--- src/rtl/i2c_mon_pkg.sv ---
package i2c_mon_pkg;

  // Convert a time in seconds to a whole number of clock cycles (at least 1).
  function automatic int idle_cycles(input real clk_hz, input real seconds);
    int n;
    n = $rtoi(clk_hz * seconds + 0.5);
    if (n < 1) n = 1;
    return n;
  endfunction

  function automatic int count_width(input int limit);
    return (limit < 1) ? 1 : $clog2(limit + 1);
  endfunction

endpackage

--- src/rtl/i2c_mon_sync.sv ---
module i2c_mon_sync #(
  parameter int LINES  = 2,
  parameter int STAGES = 2
) (
  input  logic             clk_i,
  input  logic             rst_i,
  input  logic [LINES-1:0] d_i,
  output logic [LINES-1:0] q_o
);

  for (genvar l = 0; l < LINES; l++) begin : g_line
    logic [STAGES-1:0] chain_q;
    always_ff @(posedge clk_i) begin
      if (rst_i) chain_q <= '1;
      else       chain_q <= {chain_q[STAGES-2:0], d_i[l]};
    end
    assign q_o[l] = chain_q[STAGES-1];
  end

endmodule

--- src/rtl/i2c_mon_cond_detect.sv ---
module i2c_mon_cond_detect (
  input  logic clk_i,
  input  logic rst_i,
  input  logic scl_s_i,
  input  logic sda_s_i,
  output logic start_o,
  output logic stop_o
);

  logic scl_prev_q;
  logic sda_prev_q;
  logic scl_steady_high;

  always_ff @(posedge clk_i) begin
    if (rst_i) begin
      scl_prev_q <= 1'b1;
      sda_prev_q <= 1'b1;
    end else begin
      scl_prev_q <= scl_s_i;
      sda_prev_q <= sda_s_i;
    end
  end

  assign scl_steady_high = scl_s_i & scl_prev_q;
  assign start_o = scl_steady_high &  sda_prev_q & ~sda_s_i;
  assign stop_o  = scl_steady_high & ~sda_prev_q &  sda_s_i;

endmodule

--- src/rtl/i2c_mon_idle_timer.sv ---
module i2c_mon_idle_timer #(
  parameter int LIMIT = 100,
  parameter int CNT_W = 7
) (
  input  logic             clk_i,
  input  logic             rst_i,
  input  logic             idle_i,
  output logic [CNT_W-1:0] cnt_o,
  output logic             expired_o
);

  localparam logic [CNT_W-1:0] LIMIT_V = CNT_W'(LIMIT);

  logic [CNT_W-1:0] cnt_q;

  always_ff @(posedge clk_i) begin
    if (rst_i || !idle_i)    cnt_q <= '0;
    else if (cnt_q != LIMIT_V) cnt_q <= cnt_q + CNT_W'(1);
  end

  assign cnt_o     = cnt_q;
  assign expired_o = (cnt_q == LIMIT_V);

endmodule

--- src/rtl/i2c_bus_monitor.sv ---
module i2c_bus_monitor #(
  parameter real CLK_FREQ_HZ    = 100.0e6,
  parameter real FREE_TIMEOUT_S = 1.0e-6
) (
  input  logic clk_i,
  input  logic rst_i,
  input  logic scl_i,
  input  logic sda_i,
  output logic busy_o,
  output logic start_o,
  output logic stop_o
);
  import i2c_mon_pkg::*;

  localparam int TIMEOUT_CYCLES = idle_cycles(CLK_FREQ_HZ, FREE_TIMEOUT_S);
  localparam int CNT_W          = count_width(TIMEOUT_CYCLES);

  logic [1:0]       lines_s;
  logic             scl_s;
  logic             sda_s;
  logic             idle_expired;
  logic [CNT_W-1:0] idle_cnt;
  logic             busy_q;

  i2c_mon_sync #(.LINES(2), .STAGES(2)) u_sync (
    .clk_i (clk_i),
    .rst_i (rst_i),
    .d_i   ({scl_i, sda_i}),
    .q_o   (lines_s)
  );
  assign scl_s = lines_s[1];
  assign sda_s = lines_s[0];

  i2c_mon_cond_detect u_detect (
    .clk_i   (clk_i),
    .rst_i   (rst_i),
    .scl_s_i (scl_s),
    .sda_s_i (sda_s),
    .start_o (start_o),
    .stop_o  (stop_o)
  );

  i2c_mon_idle_timer #(.LIMIT(TIMEOUT_CYCLES), .CNT_W(CNT_W)) u_idle (
    .clk_i     (clk_i),
    .rst_i     (rst_i),
    .idle_i    (scl_s & sda_s),
    .cnt_o     (idle_cnt),
    .expired_o (idle_expired)
  );

  // A start wins; a stop or an expired idle window releases the bus.
  always_ff @(posedge clk_i) begin
    if (rst_i)                       busy_q <= 1'b0;
    else if (start_o)                busy_q <= 1'b1;
    else if (stop_o || idle_expired) busy_q <= 1'b0;
  end

  assign busy_o = busy_q;

endmodule

--- config.mk ---
export PLATFORM = sky130hd
export DESIGN_NAME = i2c_bus_monitor
export DESIGN_NICKNAME = d
export VERILOG_FILES = /design/src/rtl/i2c_mon_pkg.sv /design/src/rtl/i2c_mon_sync.sv /design/src/rtl/i2c_mon_cond_detect.sv /design/src/rtl/i2c_mon_idle_timer.sv /design/src/rtl/i2c_bus_monitor.sv
export SDC_FILE = /design/constraint.sdc
export NUM_CORES = 1
export LEC_CHECK = 0
export BUFFER_PORTS_ARGS = -buffer_cell sky130_fd_sc_hd__buf_4
export CAP_MARGIN = 20
export CORE_AREA = 2 2 39 41
export DETAILED_ROUTE_END_ITERATION = 7
export DIE_AREA = 0 0 41 43
export PLACE_DENSITY = 0.72
export SKIP_LAST_GASP = 1
export SYNTH_ARGS = -nofsm -noshare
export SYNTH_HDL_FRONTEND = slang
export SYNTH_SLANG_ARGS = --single-unit
--- constraint.sdc ---
create_clock -name clk_i -period 2 [get_ports clk_i]
set_clock_uncertainty 0.1 [all_clocks]
set_input_delay 0.3 -clock clk_i [delete_from_list [all_inputs] [get_ports clk_i]]
set_output_delay 0.3 -clock clk_i [all_outputs]
set_load 0.01 [all_outputs]
* Word level (Yosys, flattened, before mapping) *
Index checks and enable logic that the tools add are counted.

storage, ports and cells
  register bits after elaboration = 14
  input bits = 4
  output and inout bits = 3
  logic and storage cells = 23

operators by class
  add/sub/neg operators = 1
  equality and inequality tests = 2
  mux-type cells = 2
  bitwise logic cells = 8
  reductions and logical operators = 4

operator list
  cell                                         count
  adder 7 x 1 -> 7 bit, second input constant  1
  equality test 7 bit, second input constant   1
  != test 7 bit, second input constant         1
  AND 1 bit                                    6
  logical OR 1 bit                             2
  two-way mux 1 bit                            2
  NOT 1 bit                                    2
  nonzero test 2 bit                           1
  zero test 1 bit                              1

* Logic depth before layout (Yosys ltp) *
  word-level depth = 6
  mapped depth = 6
  depth with buffers taken out = 5

* Modules after synthesis *
Synthesis repeated with hierarchy kept, for this count alone.

unflattened totals
  cells, all modules = 61
  area total of the unflattened synthesis = 601.8 µm²

by module, submodules not included
  module               instances  cells an instance  area each (µm²)
  i2c_mon_idle_timer   1          40                 365.4
  i2c_mon_sync         1          10                 120.1
  i2c_mon_cond_detect  1          6                  72.6
  i2c_bus_monitor      1          5                  43.8

* Worst setup path after synthesis *
Ideal clock, no wire load.

  path type = flip-flop to flip-flop
  start = register u_idle.cnt_q[0] (netlist: u_idle.cnt_o[0])
  end = register u_idle.cnt_q[2] (netlist: u_idle.cnt_o[2])
  setup time = 0.115 ns
  data arrival time = 1.169 ns
  path slack = 0.617 ns
  cell stages (with the launch flop) = 7
  buffers on the path = 1
  clock period less this slack = 1.383 ns
  path through = dfxtp_1 inv_1 ha_1 and2_1 and2_4 buf_6 o21a_1

on the way
  word-level cells in the longest chain between the ends = 1
  elaborated cells on any way between the ends = 2
  classes of those cells = 1 x add/sub; 1 x eq/ne

RTL lines
  element                                                RTL line                  text
  start, declared                                        i2c_mon_idle_timer.sv:14  logic [CNT_W-1:0] cnt_q;
  start signal, assigned                                 i2c_mon_idle_timer.sv:18  else if (cnt_q != LIMIT_V) cnt_q <= cnt_q + CNT_W'(1);
  adder 7 x 1 -> 7 bit or != test 7 bit (tied branches)  i2c_mon_idle_timer.sv:18

Parallel ways exist; a longest one is shown, timed or not.
A chain may end at the register's enable or synchronous reset.

* Worst setup path in the final report *
  start = register u_sync.g_line[1].chain_q[1]
  end = output stop_o

on the way
  word-level cells in the longest chain between the ends = 3

RTL lines
  element                 RTL line                   text
  start, declared         i2c_mon_sync.sv:12         logic [STAGES-1:0] chain_q;
  start signal, assigned  i2c_mon_sync.sv:15         else chain_q <= {chain_q[STAGES-2:0], d_i[l]};
  AND 1 bit               i2c_mon_cond_detect.sv:24  assign scl_steady_high = scl_s_i & scl_prev_q;
  AND 1 bit (2 in a row)  i2c_mon_cond_detect.sv:26  assign stop_o = scl_steady_high & ~sda_prev_q & sda_s_i;
  end, declared           i2c_bus_monitor.sv:11      output logic stop_o

Every way passes these cells.

==> impl_metrics.py <==
metrics = {
    "timing": {
        "max_slew.worst_pin.slew_ns": 0.267,
        "tns_ns": 0,
        "final.period_utilization_pct": 77.0,
        "whs_ns": 0.107,
        "period_minus_slack_ns": 1.54,
        "hold_viol_final": 0,
        "finalSetupViolCount": 0,
        "slew_viol_final": 0,
        "max_freq_ghz": 0.650,
        "slew_headroom_pct": 82.1,
        "rsz0062_at_grt": "no",
    },
    "setup_path": {
        "start_kind": "register",
        "cp.arrival_ns": 1.14,
        "crit_family": "flip-flops",
        "worstReg2RegEnd": "u_idle.cnt_o[2]",
        "worstSetupEndpoint": "stop_o",
        "required_ns": 1.60,
        "r2r_start": "u_idle.cnt_o[0]",
        "r2r_setup_slack_ns": 0.62,
        "crit_fanout": 5,
        "critPathSlowestCell": "dfxtp_1",
        "worst-path-stages": 3,
        "endpoint_kind": "output pin",
        "ff2ff_path_depth": 5,
        "critPathLaunch": "u_sync.g_line[1].chain_q[1]",
        "crit_type": "reg -> out",
        "crit_chain": "nand3_1 > nor2_1 > buf_4",
        "cp_slowest_stage_delay_ns": 0.38,
        "critPathBufInv": 1,
    },
    "logic_synthesis": {
        "ys_seq_elements": 14,
        "syn-num-nets": 65,
        "synth_cell_types": 25,
        "yosysTopAreaCellShare_pct": 47.3,
        "dominantRegCellSynth": "dfxtp_1",
        "netlist_area_um2": 593,
        "synth_edf_count": 0,
        "synth.largest_area_cell": "dfxtp_1",
        "synth_area_leaders": "dfxtp_1 (47%), or2_2 (6.3%), o41ai_4 (4.6%), xor2_1 (4.4%), ha_1 (4.2%)",
        "ys_warn_count": 0,
        "syn_area_per_cell_um2": 10.1,
        "synth-seq-area-share_pct": 47.3,
        "syn_inst": 59,
        "postSynth.asyncResetShare_pct": 0,
    },
    "cts": {
        "cts_sinks": 14,
        "clockRootBuffer": "clkbuf_4",
        "clk_pin_slew_ns": 0.08,
        "cts_buffer_depth": 2,
        "postCtsResizedCells": 0,
        "clk_latency_ns": 0.27,
        "h-tree-depth": 1,
        "ctsHoldBuffers": 0,
        "numCtsBuffers": 3,
        "post_cts.repair.setup_buffers": 0,
        "cts_tree": "yes",
    },
    "cells_and_area": {
        "fillCellCount": 130,
        "area_delta_synth_final_pct": 15.2,
        "utilization_pct": 49.4,
        "antenna_cells": 0,
        "nNetsFinal": 75,
        "drive_gt1_share_pct": 26.5,
        "regArea_um2": 280,
        "multi_input_area_um2": 290,
    },
    "pwr": {
        "p_sw_w": 0.000112,
        "p_leak_nw": 0.280,
        "p_int_w": 0.000420,
        "vdd_drop_max_v": 0.000356,
        "share_comb_of_total_power_pct": 7.3,
        "switching_share_pct": 21.0,
        "powerDensity_nw_per_um2": 778,
        "seq_power_share_pct": 55.9,
        "power_frac_clock_pct": 36.8,
    },
    "die": {
        "row_count": 14,
        "die_x_um": 41,
        "core-area_um2": 1380,
        "die_area_um2": 1760,
        "start_util_pct": 42.9,
        "ios": 7,
        "die_h_um": 43,
    },
    "drt": {
        "ant_nets": 0,
        "num_vias": 418,
        "routed_via_density": 4.98,
        "wl_um": 840,
        "post-route-drc-count": 0,
        "drtIter0Drc": 9,
        "wl_per_cell_um": 10.0,
        "dr.pass1.iters": 3,
    },
    "global_routing": {
        "grt_max_degree": 11,
        "grt_first_pass_wirelength_mm": 1.46,
        "grt_pass1_vias": 386,
        "grt_antenna_before_repair": 0,
        "grt_overflow": 0,
        "grtUsageTotal_pct": 11.9,
    },
    "job": {
        "max_cap_violations": 0,
    },
    "placed_design": {
        "dpl.hpwl_um": 636,
        "port_buffers": 6,
        "gp_congestion": 0.688,
    },
    "hold_path": {
        "hp-class": "in -> reg",
        "min_from": "scl_i",
    },
    "status": {
        "status": "finished clean",
    },
}
-- per-layer routing --
layer	up-vias	track usage, %	part of all wire (%)
met3	2	3.14	3.1
met1	191	14.8	51
li1	221	-	-
met5	-	0	0
met4	0	6.00	0.60
met2	4	18.1	45
-- final cells by class --
class | instances | area share (%)
Multi-Input combinational cell | 41 | 42.5
Tap cell | 16 | 2.93
Sequential cell | 14 | 41.0
Timing Repair Buffer | 6 | 6.59
Clock buffer | 4 | 5.31
Inverter | 3 | 1.65
-- worst reg2reg max path, delay by kind of cell, from the launching register on --
family	cells	cell delay, ns
AOI/OAI and AO/OA	1	0.18
adders and majority gates	1	0.19
buffers and inverters	1	0.08
DFF	1	0.40
and+or+nand+nor	2	0.33
-- metrics by stage --
| step | worst slack (ns) | total power (W) | std cells | instance area, µm² |
|---|---|---|---|---|
| floorplan | 0.617 | 0.000327 | 59 | 593 |
| global placement | 0.686 | 0.000342 | 80 | 647 |
| detailed placement | 0.634 | 0.000343 | 80 | 647 |
| CTS | 0.450 | 0.000542 | 84 | 683 |
| global route | 0.381 | 0.000557 | 84 | 683 |
| finish | 0.461 | 0.000531 | 84 | 683 |
-- synthesized netlist by cell type (2+ instances only) --
cell type	instances
nand3_1	4
ha_1	2
o21ai_0	2
nor3_1	2
dfxtp_1	14
inv_1	3
a21oi_1	2
xor2_1	3
or3_1	2
or2_2	6
nand2_1	5
-- state kept, by name (all words and copies together) (netlist names) --
register / cells
u_sync.g_line.chain_q: 4
u_detect.sda_prev_q: 1
u_detect.scl_prev_q: 1
busy_o: 1
u_idle.cnt_o: 7
-- layout by cell type (no fill, tap or decap) --
cell and count:
and4bb_1 1, nand2_1 5, and2_4 1, and3b_1 1, and2_1 1, and4b_1 1, or3_1 2, nor3_1 2
or2_2 6, nor2_1 1, nand3b_1 1, ha_1 2, a21oi_1 2, dfxtp_1 14, o21ai_0 2, clkbuf_4 3
o21ai_1 1, xor2_1 3, buf_4 6, nand3_1 4, o21a_1 1, o41ai_4 1, nand4_1 1, inv_1 3
nand2b_1 1, clkbuf_8 1, mux2i_1 1
-- worst min-delay path by stage --
stage	cells past startpoint	slack (ns)	end
final	2	0.11	u_sync.g_line[1].chain_q[0]
after global routing	2	0.10	u_sync.g_line[0].chain_q[0]
after CTS	2	0.10	u_sync.g_line[1].chain_q[0]
after detailed placement	1	0.29	u_sync.g_line[0].chain_q[1]
after global placement	1	0.30	u_sync.g_line[1].chain_q[1]
after floorplan	1	0.29	u_sync.g_line[0].chain_q[1]
-- power groups by stage --
stage           logic, W  registers, W  clock network (W)
4_1_cts        0.0000396      0.000297           0.000206
3_3_place_gp   0.0000388      0.000303                  0
5_1_grt        0.0000450      0.000299           0.000213
3_5_place_dp   0.0000396      0.000304                  0
6_report       0.0000388      0.000297           0.000196
2_1_floorplan  0.0000247      0.000302                  0
-- cell families (layout without fill, tap and decap cells) --
group / count (synthesis) / count (layout) / synth area share (%)
DFF: 14 / 14 / 47.3
adders and majority gates: 2 / 2 / 4.22
AOI/OAI and AO/OA: 7 / 7 / 10.1
and+or+nand+nor: 28 / 28 / 28.5
buffers and inverters: 4 / 13 / 3.80
xor gates and xnor gates: 3 / 3 / 4.43
muxes: 1 / 1 / 1.69
Power figures use the tool's default switching activity.
